<file path="src/rtl/stamp_pkg.sv">
package stamp_pkg;
  localparam int EV_NUM = 4;
  localparam int IDX_W  = $clog2(EV_NUM);
  typedef logic [IDX_W-1:0] ev_idx_t;
endpackage

</file>
<file path="src/rtl/stamp_edge_sync.sv">
module stamp_edge_sync #(
  parameter int STAGES = 2
) (
  input  logic clk,
  input  logic rst,
  input  logic din,
  output logic rise,
  output logic fall
);
  // chain[0..STAGES-1] synchronizer, chain[STAGES] holds the previous level
  logic [STAGES:0] chain;

  always_ff @(posedge clk) begin
    if (rst) chain <= '0;
    else     chain <= {chain[STAGES-1:0], din};
  end

  assign rise =  chain[STAGES-1] & ~chain[STAGES];
  assign fall = ~chain[STAGES-1] &  chain[STAGES];
endmodule

</file>
<file path="src/rtl/stamp_prescale.sv">
module stamp_prescale #(
  parameter int PS_W = 5
) (
  input  logic            clk,
  input  logic            rst,
  input  logic            clr,
  input  logic [PS_W-1:0] code,
  input  logic            edge_in,
  output logic            edge_out
);
  localparam int CW = PS_W + 1;

  logic [CW-1:0] cnt_q;
  logic [CW-1:0] last;
  logic          bypass;
  logic          at_last;

  assign bypass   = (code == '0);
  assign last     = {code, 1'b0} - CW'(1);
  assign at_last  = (cnt_q >= last);
  assign edge_out = edge_in & (bypass | at_last);

  always_ff @(posedge clk) begin
    if (rst || clr)
      cnt_q <= '0;
    else if (edge_in && !bypass)
      cnt_q <= at_last ? '0 : cnt_q + CW'(1);
  end
endmodule

</file>
<file path="src/rtl/stamp_sequencer.sv">
module stamp_sequencer
  import stamp_pkg::*;
(
  input  logic    clk,
  input  logic    rst,
  input  logic    rearm,
  input  logic    one_shot,
  input  ev_idx_t stop_sel,
  input  logic    adv,
  output ev_idx_t cur_idx,
  output logic    frozen
);
  always_ff @(posedge clk) begin
    if (rst || rearm) begin
      cur_idx <= '0;
      frozen  <= 1'b0;
    end else if (adv) begin
      if (cur_idx == stop_sel) begin
        cur_idx <= '0;
        frozen  <= one_shot;
      end else begin
        cur_idx <= cur_idx + 1'b1;
      end
    end
  end
endmodule

</file>
<file path="src/rtl/edge_stamp_unit.sv">
module edge_stamp_unit
  import stamp_pkg::*;
#(
  parameter int CNT_W       = 32,
  parameter int PS_W        = 5,
  parameter int SYNC_STAGES = 2
) (
  input  logic              clk,
  input  logic              rst,
  input  logic              pin_in,
  input  logic [EV_NUM-1:0] pol_sel,
  input  logic [EV_NUM-1:0] clr_on_ev,
  input  logic              load_en,
  input  logic [PS_W-1:0]   ps_code,
  input  logic              one_shot,
  input  logic [IDX_W-1:0]  stop_sel,
  input  logic              rearm,
  output logic [CNT_W-1:0]  stamp_0,
  output logic [CNT_W-1:0]  stamp_1,
  output logic [CNT_W-1:0]  stamp_2,
  output logic [CNT_W-1:0]  stamp_3,
  output logic              ev_pulse,
  output logic [IDX_W-1:0]  ev_idx
);
  logic       pin_rise, pin_fall;
  logic       pend_edge, qual_edge, ev_fire;
  ev_idx_t    cur_idx;
  logic       frozen;
  logic [CNT_W-1:0] cnt_q;
  logic [CNT_W-1:0] stamp_q [EV_NUM];

  stamp_edge_sync #(.STAGES(SYNC_STAGES)) u_sync (
    .clk (clk),
    .rst (rst),
    .din (pin_in),
    .rise(pin_rise),
    .fall(pin_fall)
  );

  // edge sense is taken from the event currently pending
  assign pend_edge = pol_sel[cur_idx] ? pin_fall : pin_rise;
  assign qual_edge = pend_edge & ~frozen & ~rearm;

  stamp_prescale #(.PS_W(PS_W)) u_ps (
    .clk     (clk),
    .rst     (rst),
    .clr     (rearm),
    .code    (ps_code),
    .edge_in (qual_edge),
    .edge_out(ev_fire)
  );

  stamp_sequencer u_seq (
    .clk     (clk),
    .rst     (rst),
    .rearm   (rearm),
    .one_shot(one_shot),
    .stop_sel(stop_sel),
    .adv     (ev_fire),
    .cur_idx (cur_idx),
    .frozen  (frozen)
  );

  // free-running counter; a clearing capture stores the old value first
  always_ff @(posedge clk) begin
    if (rst)                                cnt_q <= '0;
    else if (ev_fire && clr_on_ev[cur_idx]) cnt_q <= '0;
    else                                    cnt_q <= cnt_q + CNT_W'(1);
  end

  for (genvar g = 0; g < EV_NUM; g++) begin : g_stamp
    always_ff @(posedge clk) begin
      if (rst)
        stamp_q[g] <= '0;
      else if (ev_fire && load_en && (cur_idx == ev_idx_t'(g)))
        stamp_q[g] <= cnt_q;
    end
  end

  always_ff @(posedge clk) begin
    if (rst) begin
      ev_pulse <= 1'b0;
      ev_idx   <= '0;
    end else begin
      ev_pulse <= ev_fire;
      ev_idx   <= cur_idx;
    end
  end

  assign stamp_0 = stamp_q[0];
  assign stamp_1 = stamp_q[1];
  assign stamp_2 = stamp_q[2];
  assign stamp_3 = stamp_q[3];
endmodule

</file>
<file path="config.mk">
export PLATFORM = sky130hd
export DESIGN_NAME = edge_stamp_unit
export DESIGN_NICKNAME = d
export VERILOG_FILES = /design/src/rtl/stamp_pkg.sv /design/src/rtl/stamp_edge_sync.sv /design/src/rtl/stamp_prescale.sv /design/src/rtl/stamp_sequencer.sv /design/src/rtl/edge_stamp_unit.sv
export SDC_FILE = /design/constraint.sdc
export NUM_CORES = 1
export LEC_CHECK = 0
export BUFFER_PORTS_ARGS = -buffer_cell sky130_fd_sc_hd__buf_4
export CORE_MARGIN = 10
export CORE_UTILIZATION = 46
export CTS_CLUSTER_SIZE = 30
export DETAILED_ROUTE_END_ITERATION = 8
export PLACE_DENSITY = 0.72
export SLEW_MARGIN = 20
export SYNTH_ARGS = -nofsm -noshare
export SYNTH_HDL_FRONTEND = slang
export SYNTH_SLANG_ARGS = --single-unit
</file>
<file path="constraint.sdc">
create_clock -name clk -period 4.3 [get_ports clk]
set_input_delay 0.215 -clock clk [delete_from_list [all_inputs] [get_ports clk]]
set_output_delay 0.215 -clock clk [all_outputs]
set_load 0.02 [all_outputs]
</file>
==> results.yml, run 1 <==
status:
  outcome: "finished, final reports clean"
critical_path:
  max_stage_delay_ns: 0.43
  setup.worst_path.end_class: "flop"
  critPathBufInv: 5
  crit_slowest_cell: "o21ai_0"
  r2r_slack_ns: 1.46
  cp.required_ns: 4.41
  crit_chain: "buf_4, inv_1, ha_1, nor4b_1, buf_4, nor2_1, ha_1, nand4_1, o21ai_0, o311ai_4, buf_4, o21bai_4, buf_4"
  criticalPathCategory: "in -> reg"
  start_kind: "input pin"
  crit_arrival_ns: 3.10
  crit_fanout: 23
  crit_family: "compound AO/OA/AOI/OAI gates"
  path_common_cell: "buf_4"
die:
  dieWidth_um: 145.2
  die_height_um: 145.2
  start_util: 0.4723
  num_rows: 45
  boundaryPins: 152
  die_area_mm2: 0.02107
  coreArea_mm2: 0.01526
sta:
  clock_skew_ns: 0.006714
  drv_slew: 0
  worst_pin_slew_ns: 0.9815
  final_hold_viol_count: 0
  relSlewSlack: 0.3457
  clock.fmax_mhz: 333.8
  rsz0062_at_grt: "false"
  period_minus_slack_ns: 2.996
  fin_crit_sh: 0.6968
  setup_viol: 0
yosys:
  synthTopCellsByArea: "edfxtp_1, dfxtp_1, and3_1"
  synth_top_area_frac: 0.5333
  synth_cell_types: 37
  yosysTopAreaCell: "edfxtp_1"
  synth_edf_count: 128
  yosysMostFrequentCell: "edfxtp_1"
  yosys-top-cells-count: "edfxtp_1, and3_1, dfxtp_1, nor2_1"
  synthFlopType: "edfxtp_1"
  yosys_register_bits: 175
  syn-instance-count: 565
  synthArstFlopShare: 0
  synth_area_per_cell_um2: 12.76
  yosys_warnings: 0
  synth_area_mm2: 0.007207
  synth_nets: 598
  yosysSeqAreaShare: 0.6639
finish:
  nFillCells: 1211
  drive_above_1_share: 0.2764
  diodes: 0
  postLayoutCoreUtil: 0.5944
  nNetsFinal: 740
  layout-area-overhead-vs-synth_pct: 25.85
placed_design:
  place_hpwl_mm: 12.07
  gp_congestion: 0.8004
  port_buffers: 151
clock_tree:
  cts_resized: 0
  clkLatencyLatePin_ns: 0.42
  tritoncts: "yes"
  cts_post_setup_buffers_inserted: 0
  clk_path_buf_depth: 2
  clock_sinks: 175
  cts_buffers: 17
  path_clk_slew_ns: 0.06
  htreeDepth: 4
  ctsRootBufferMaster: "clkbuf_16"
detailed_routing:
  vias: 4846
  postRouteAntennaNets: 0
  drcViolationCount: 0
  postRouteWirelength_mm: 17.45
  drtPass1Iterations: 5
  drtIter0Drc: 391
  drt-wirelength-per-cell_um: 18.75
  routed_via_density: 5.205
global_routing:
  grt_max_degree: 114
  grt_antenna_before_repair: 0
  grt_overflow: 0
  grt_pass1_wl_mm: 27.90
  grt_pass1_vias: 4998
  track_usage: 0.1652
power:
  leakage_nw: 3.887
  peakVddDrop_mv: 0.2685
  total_power_w: 0.003443
  power.density_mw_per_mm2: 379.6
flow_run:
  maxCapViolations: 0
worst_hold_path:
  holdCritPathClass: "in -> reg"
==> state kept, by name, summed over array words and instances (netlist names) <==
signal         count
cnt_q             32
ev_idx             2
ev_pulse           1
stamp_q          128
u_ps.cnt_q         6
u_seq.cur_idx      2
u_seq.frozen       1
u_sync.chain       3
==> path summary, 6_finish.rpt <==
kind	from	to	cells past startpoint
setup / recovery	ps_code[0]	stamp_q[0][11]	13
hold / removal	one_shot	u_seq.frozen	3
setup reg to reg	u_seq.cur_idx[0]	stamp_q[0][11]	6
hold reg to reg	u_sync.chain[0]	u_sync.chain[1]	1
==> through the flow <==
step,cell area (um2),cells,setup slack (ns),hold slack [ns],TNS [ns]
2_1_floorplan,7207,565,-0.03637,0.3432,-4.655
4_1_cts,9070,931,1.327,0.05473,0
6_report,9070,931,1.304,0.06797,0
3_3_place_gp,8546,898,1.027,0.4192,0
5_1_grt,9070,931,1.114,0.1060,0
3_5_place_dp,8546,898,0.8884,0.4294,0
==> cell families (layout without fill, tap and decap cells) <==
| kind of cell | count (synthesis) | after routing | share of synthesized area |
|---|---|---|---|
| xor gates and xnor gates | 34 | 34 | 0.04132 |
| muxes | 3 | 3 | 0.009374 |
| and+or+nand+nor | 266 | 266 | 0.2047 |
| AOI/OAI and AO/OA | 24 | 24 | 0.02361 |
| adders and majority gates | 12 | 12 | 0.02083 |
| DFF | 175 | 175 | 0.6639 |
| buffers and inverters | 51 | 206 | 0.03628 |
==> power breakdown <==
group          internal, W  leakage [nW]  switching (W)
Sequential         0.00185          1.70      0.0000222
Combinational    0.0000859          1.93       0.000132
Clock             0.000766         0.261       0.000588
Total              0.00270          3.89       0.000742
==> cell type report <==
class,count,area (um2),share of cell area
Inverter,12,45.04,0.004966
Multi-Input combinational cell,339,2206,0.2432
Clock inverter,8,41.29,0.004552
Sequential cell,175,4785,0.5275
Tap cell,211,264.0,0.02911
Timing Repair Buffer,162,1256,0.1385
Clock buffer,24,473.0,0.05215
==> metal layers <==
layer | track usage | up-vias | share of wire
li1 | - | 2349 | -
met5 | 0 | - | 0
met3 | 0.05185 | 15 | 0.061
met4 | 0.05814 | 0 | 0.010
met2 | 0.2637 | 146 | 0.49
met1 | 0.2074 | 2336 | 0.44
==> placed cells by master (no fill, tap or decap), drive strengths merged <==
cell         instances
a21oi                9
and2                 7
and3               117
and4                 5
buf                161
clkbuf              24
clkinv               7
dfxtp               47
dlygate4sd3          1
edfxtp             128
ha                  12
inv                 13
mux2i                1
mux4                 2
nand2               23
nand2b               2
nand3               17
nand4                6
nand4b               1
nor2                48
nor2b                3
nor3                12
nor4                18
nor4b                1
o21ai                3
o21bai               5
o22ai                3
o311ai               1
o31a                 1
o31ai                2
or2                  2
or3                  4
xnor2               23
xor2                11
==> what timing repair did <==
action,in CTS,in global routing
hold buffers,1,0
hold endpoints to repair,1,0
setup endpoints to repair,0,0
==> worst register-to-register path: cells and delay by family (launching register included) <==
kind | cells | cell delay, ns
compound gates | 2 | 0.55
buf+inv | 2 | 0.59
flops | 1 | 0.52
mux | 2 | 0.87
No activity file was read; power rests on OpenSTA's default activity.
==> inputs of run 2 (changes only) <==
Clock period 4.3 ns to 2.7 ns, I/O delays scaled along.
==> results.yml, run 2 (synthesis results as in run 1) <==
flow_run:
  maxCapViolations: 0
finish:
  diodes: 0
  seqCellArea_mm2: 0.004785
  layout-area-overhead-vs-synth_pct: 28.96
  final_cell_mix: "buf_4, edfxtp_1, and3_1, nor2_1, dfxtp_1"
  top_register: "stamp_q"
  multiInputGateArea_mm2: 0.002225
  drive_above_1_share: 0.2936
  nNetsFinal: 749
  fin_cells: 940
  final_common_cell: "buf_4"
  reg_top3: "stamp_q (128), cnt_q (32), u_ps.cnt_q (6)"
  largest_reg_flops: 128
  nFillCells: 1214
power:
  clockPowerShare: 0.430
  combPwrFrac: 0.061
  p_sw_frac: 0.2209
  internal_power_w: 0.004557
  power.density_mw_per_mm2: 629.3
  peakVddDrop_mv: 0.4209
  switchingPower_w: 0.001292
  leakage_nw: 3.983
  seqPwrFrac: 0.509
detailed_routing:
  drtIter0Drc: 445
  routed_via_density: 5.218
  vias: 4905
  route.met2.wl_mm: 8.690
  drt-wirelength-per-cell_um: 18.62
  wl_met1_mm: 7.364
  drtPass1Iterations: 5
  dr_wl_met3_mm: 1.335
  top_layer_used: "met4"
  postRouteAntennaNets: 0
  postRouteWirelength_mm: 17.51
  drcViolationCount: 0
die:
  die_area_mm2: 0.02107
  boundaryPins: 152
  start_util: 0.4723
  coreArea_mm2: 0.01526
  die_height_um: 145.2
  num_rows: 45
  dieWidth_um: 145.2
clock_tree:
  tritoncts: "yes"
  htreeDepth: 4
  cts_post_setup_buffers_inserted: 0
  clk_path_buf_depth: 2
  postCtsHoldBufs: 2
  cts_resized: 0
  ctsRootBufferMaster: "clkbuf_16"
  clock_sinks: 175
  path_clk_slew_ns: 0.07
  clkLatencyLatePin_ns: 0.42
  cts_buffers: 17
critical_path:
  crit_arrival_ns: 2.44
  crit_chain: "mux4_2, mux2i_4, o311ai_4, buf_4, o21bai_4, buf_12"
  crit_slowest_cell: "mux4_2"
  crit_fanout: 28
  critPathBufInv: 2
  criticalPathCategory: "reg -> reg"
  cp.required_ns: 2.81
  max_stage_delay_ns: 0.56
  start_kind: "flop"
  crit_family: "multiplexers"
  setup.worst_path.end_class: "flop"
global_routing:
  grt_pass1_wl_mm: 28.13
  grt_max_degree: 58
  grt_pass1_vias: 5005
  grt_overflow: 0
  track_usage: 0.1661
  grt_antenna_before_repair: 0
status:
  outcome: "finished, final reports clean"
sta:
  fin_crit_sh: 0.8633
  final_hold_viol_count: 0
  rsz0062_at_grt: "false"
  relSlewSlack: 0.3986
  clock.fmax_mhz: 429.0
  drv_slew: 0
  holdWs_ns: 0.07635
  tns_ns: 0
  period_minus_slack_ns: 2.331
  clock_skew_ns: 0.01401
  worst_pin_slew_ns: 0.9021
  setup_viol: 0
placed_design:
  port_buffers: 151
  gp_congestion: 0.8248
  placed_cells: 906
  place_hpwl_mm: 12.07
worst_hold_path:
  holdCritPathClass: "in -> reg"
-- run 2: cell types whose count changed in the layout (fill, tap and decap cells not counted), sizes merged --
cell         previous run  this run
buf                   161       169
bufinv                  0         3
clkbuf                 24        17
clkinvlp                0         2
dlygate4sd3             1         2
inv                    13        15
-- run 2: area by class of cell --
class,count,share of cell area
clock buffer,17,0.04577
clock inverter,15,0.02006
inverter,12,0.004847
multi-input combinational,339,0.2394
sequential,175,0.5148
tap,211,0.02841
timing repair buffer,171,0.1467
-- run 2: final timing paths --
check                        start         endpoint  slack [ns]  cells after the start
setup / recovery  u_seq.cur_idx[0]   stamp_q[1][15]        0.37                      6
hold / removal                 rst        ev_idx[1]        0.08                      2
setup reg to reg  u_seq.cur_idx[0]   stamp_q[1][15]        0.37                      6
hold reg to reg    u_sync.chain[0]  u_sync.chain[1]        0.44                      1
-- run 2: routing by layer --
| metal | vias to the layer above | track usage |
|---|---|---|
| li1 | 2376 | - |
| met1 | 2356 | 0.2058 |
| met2 | 164 | 0.2699 |
| met3 | 9 | 0.05619 |
| met4 | 0 | 0.04853 |
| met5 | - | 0 |
-- run 2: metrics by stage --
stage / util / power (W) / instance area, um2 / setup WS [ns]
2_1_floorplan: - / 0.003204 / 7281 / 0.01036
3_3_place_gp: 0.5677 / 0.003386 / 8662 / 0.1013
3_5_place_dp: 0.5677 / 0.003397 / 8662 / 0.02170
4_1_cts: 0.6091 / 0.005911 / 9294 / 0.3604
5_1_grt: 0.6091 / 0.006056 / 9294 / 0.2587
6_report: 0.6091 / 0.005849 / 9294 / 0.3690
-- run 2: power by group through the flow --
stage	combinational, W	sequential [W]	clock, W
5_1_grt	0.000383	0.00298	0.00269
2_1_floorplan	0.0000863	0.00312	0
3_5_place_dp	0.000362	0.00304	0
3_3_place_gp	0.000352	0.00303	0
4_1_cts	0.000364	0.00298	0.00257
6_report	0.000358	0.00298	0.00251
==> inputs of run 3 (changes only) <==
Settings changed: CAP_MARGIN set to 40, MAX_ROUTING_LAYER set to met4.
==> results.yml, run 3 (synthesis results as in run 1) <==
finish:
  final_common_cell: "buf_4"
  largest_reg_flops: 128
  seqCellArea_mm2: 0.004785
  nNetsFinal: 751
  final_cell_mix: "buf_4, edfxtp_1, and3_1, nor2_1, dfxtp_1"
  postLayoutCoreUtil: 0.6102
  reg_top3: "stamp_q (128), cnt_q (32), u_ps.cnt_q (6)"
  layout-area-overhead-vs-synth_pct: 29.18
  diodes: 0
  nFillCells: 1219
  drive_above_1_share: 0.2900
  multiInputGateArea_mm2: 0.002225
  top_register: "stamp_q"
die:
  start_util: 0.4723
  die_area_mm2: 0.02107
  num_rows: 45
  coreArea_mm2: 0.01526
  boundaryPins: 152
  dieWidth_um: 145.2
  die_height_um: 145.2
global_routing:
  met3_usage: 0.04346
  grt_overflow: 0
  grt_pass1_wl_mm: 28.38
  grt_use_met2: 0.2765
  grt-busiest-layer: "met2"
  grt_util_met1: 0.2075
  grt_pass1_vias: 5144
  track_usage: 0.1720
  grt_antenna_before_repair: 0
  grt_max_degree: 58
power:
  leakage_nw: 3.994
  power.density_mw_per_mm2: 622.0
  peakVddDrop_mv: 0.4464
  total_power_w: 0.005791
critical_path:
  cp.required_ns: 2.82
  crit_family: "multiplexers"
  critPathBufInv: 2
  crit_slowest_cell: "mux4_2"
  r2r_slack_ns: 0.36
  r2r_cells: 6
  criticalPathCategory: "reg -> reg"
  cp_num_cells: 6
  start_kind: "flop"
  crit_arrival_ns: 2.46
  crit_chain: "mux4_2, mux2i_4, o311ai_4, buf_4, o21bai_4, buf_12"
  crit_fanout: 28
  setup.worst_path.end_class: "flop"
  max_stage_delay_ns: 0.56
sta:
  clock.fmax_mhz: 426.4
  holdWs_ns: 0.07145
  drv_slew: 0
  setup_viol: 0
  relSlewSlack: 0.6346
  worst_pin_slew_ns: 0.5481
  fin_crit_sh: 0.8685
  period_minus_slack_ns: 2.345
  clock_skew_ns: 0.01254
  rsz0062_at_grt: "false"
  final_hold_viol_count: 0
  setup_slack_ns: 0.3550
detailed_routing:
  drtIter0Drc: 387
  drtPass1Iterations: 5
  drt-wirelength-per-cell_um: 18.68
  postRouteAntennaNets: 0
  vias: 4961
  drcViolationCount: 0
  postRouteWirelength_mm: 17.60
  routed_via_density: 5.266
clock_tree:
  htreeDepth: 4
  clk_path_buf_depth: 2
  cts_buffers: 17
  clock_sinks: 175
  path_clk_slew_ns: 0.07
  cts_resized: 0
  tritoncts: "yes"
  cts_post_setup_buffers_inserted: 0
  clkLatencyLatePin_ns: 0.43
  ctsRootBufferMaster: "clkbuf_16"
placed_design:
  place_hpwl_mm: 12.13
  gp_congestion: 0.8372
  pre_cts_ws_ns: -0.005189
  port_buffers: 151
flow_run:
  maxCapViolations: 0
status:
  outcome: "finished, final reports clean"
worst_hold_path:
  min_path_cells: 2
  holdCritPathClass: "in -> reg"
run 3: cell count changes in the layout (fill, tap and decap cells not counted), sizes merged:
cell	previous run	this run
inv	15	13
bufinv	3	1
clkinv	7	3
clkbuf	17	26
buf	169	171
clkinvlp	2	1
run 3: final timing paths:
| check | startpoint | to |
|---|---|---|
| worst max-delay path | u_seq.cur_idx[0] | stamp_q[1][12] |
| worst min-delay path | rst | ev_idx[1] |
| worst min register to register | u_sync.chain[0] | u_sync.chain[1] |
| worst max register to register | u_seq.cur_idx[0] | stamp_q[1][12] |
run 3: layout make-up:
cell class	instances	area share
Clock buffer	26	0.05725
Clock inverter	6	0.007391
Sequential cell	175	0.5139
Timing Repair Buffer	173	0.1493
Multi-Input combinational cell	339	0.2389
Tap cell	211	0.02836
Inverter	12	0.004838
run 3: per-layer routing:
metal	up-vias	wire length, um
met2	166	8587
met4	0	228
li1	2371	-
met3	19	984
met1	2405	7799
met5	-	0
run 3: worst reg2reg max path, delay by kind of cell, from the launching register on:
kind,cells,cell delay [ns]
AOI/OAI and AO/OA,2,0.39
buffers and inverters,2,0.48
DFF,1,0.36
muxes,2,0.79
run 3: where the power goes:
part	switching, W	total [W]	internal, W	leakage, nW
logic	0.000214	0.000358	0.000144	2.00
clock network	0.000989	0.00246	0.00147	0.291
registers	0.0000329	0.00298	0.00294	1.70
run 3: stage by stage:
| stage | instances | setup TNS, ns | area (um2) |
|---|---|---|---|
| floorplan | 565 | 0 | 7281 |
| global placement | 906 | 0 | 8662 |
| detailed placement | 907 | -0.09039 | 8673 |
| CTS | 941 | 0 | 9295 |
| global route | 942 | 0 | 9310 |
| finish | 942 | 0 | 9310 |
run 3: timing repair:
action / CTS / global route
hold buffers: 2 / 0
endpoints found under the hold margin: 2 / 0
endpoints found under the setup margin: 0 / 0
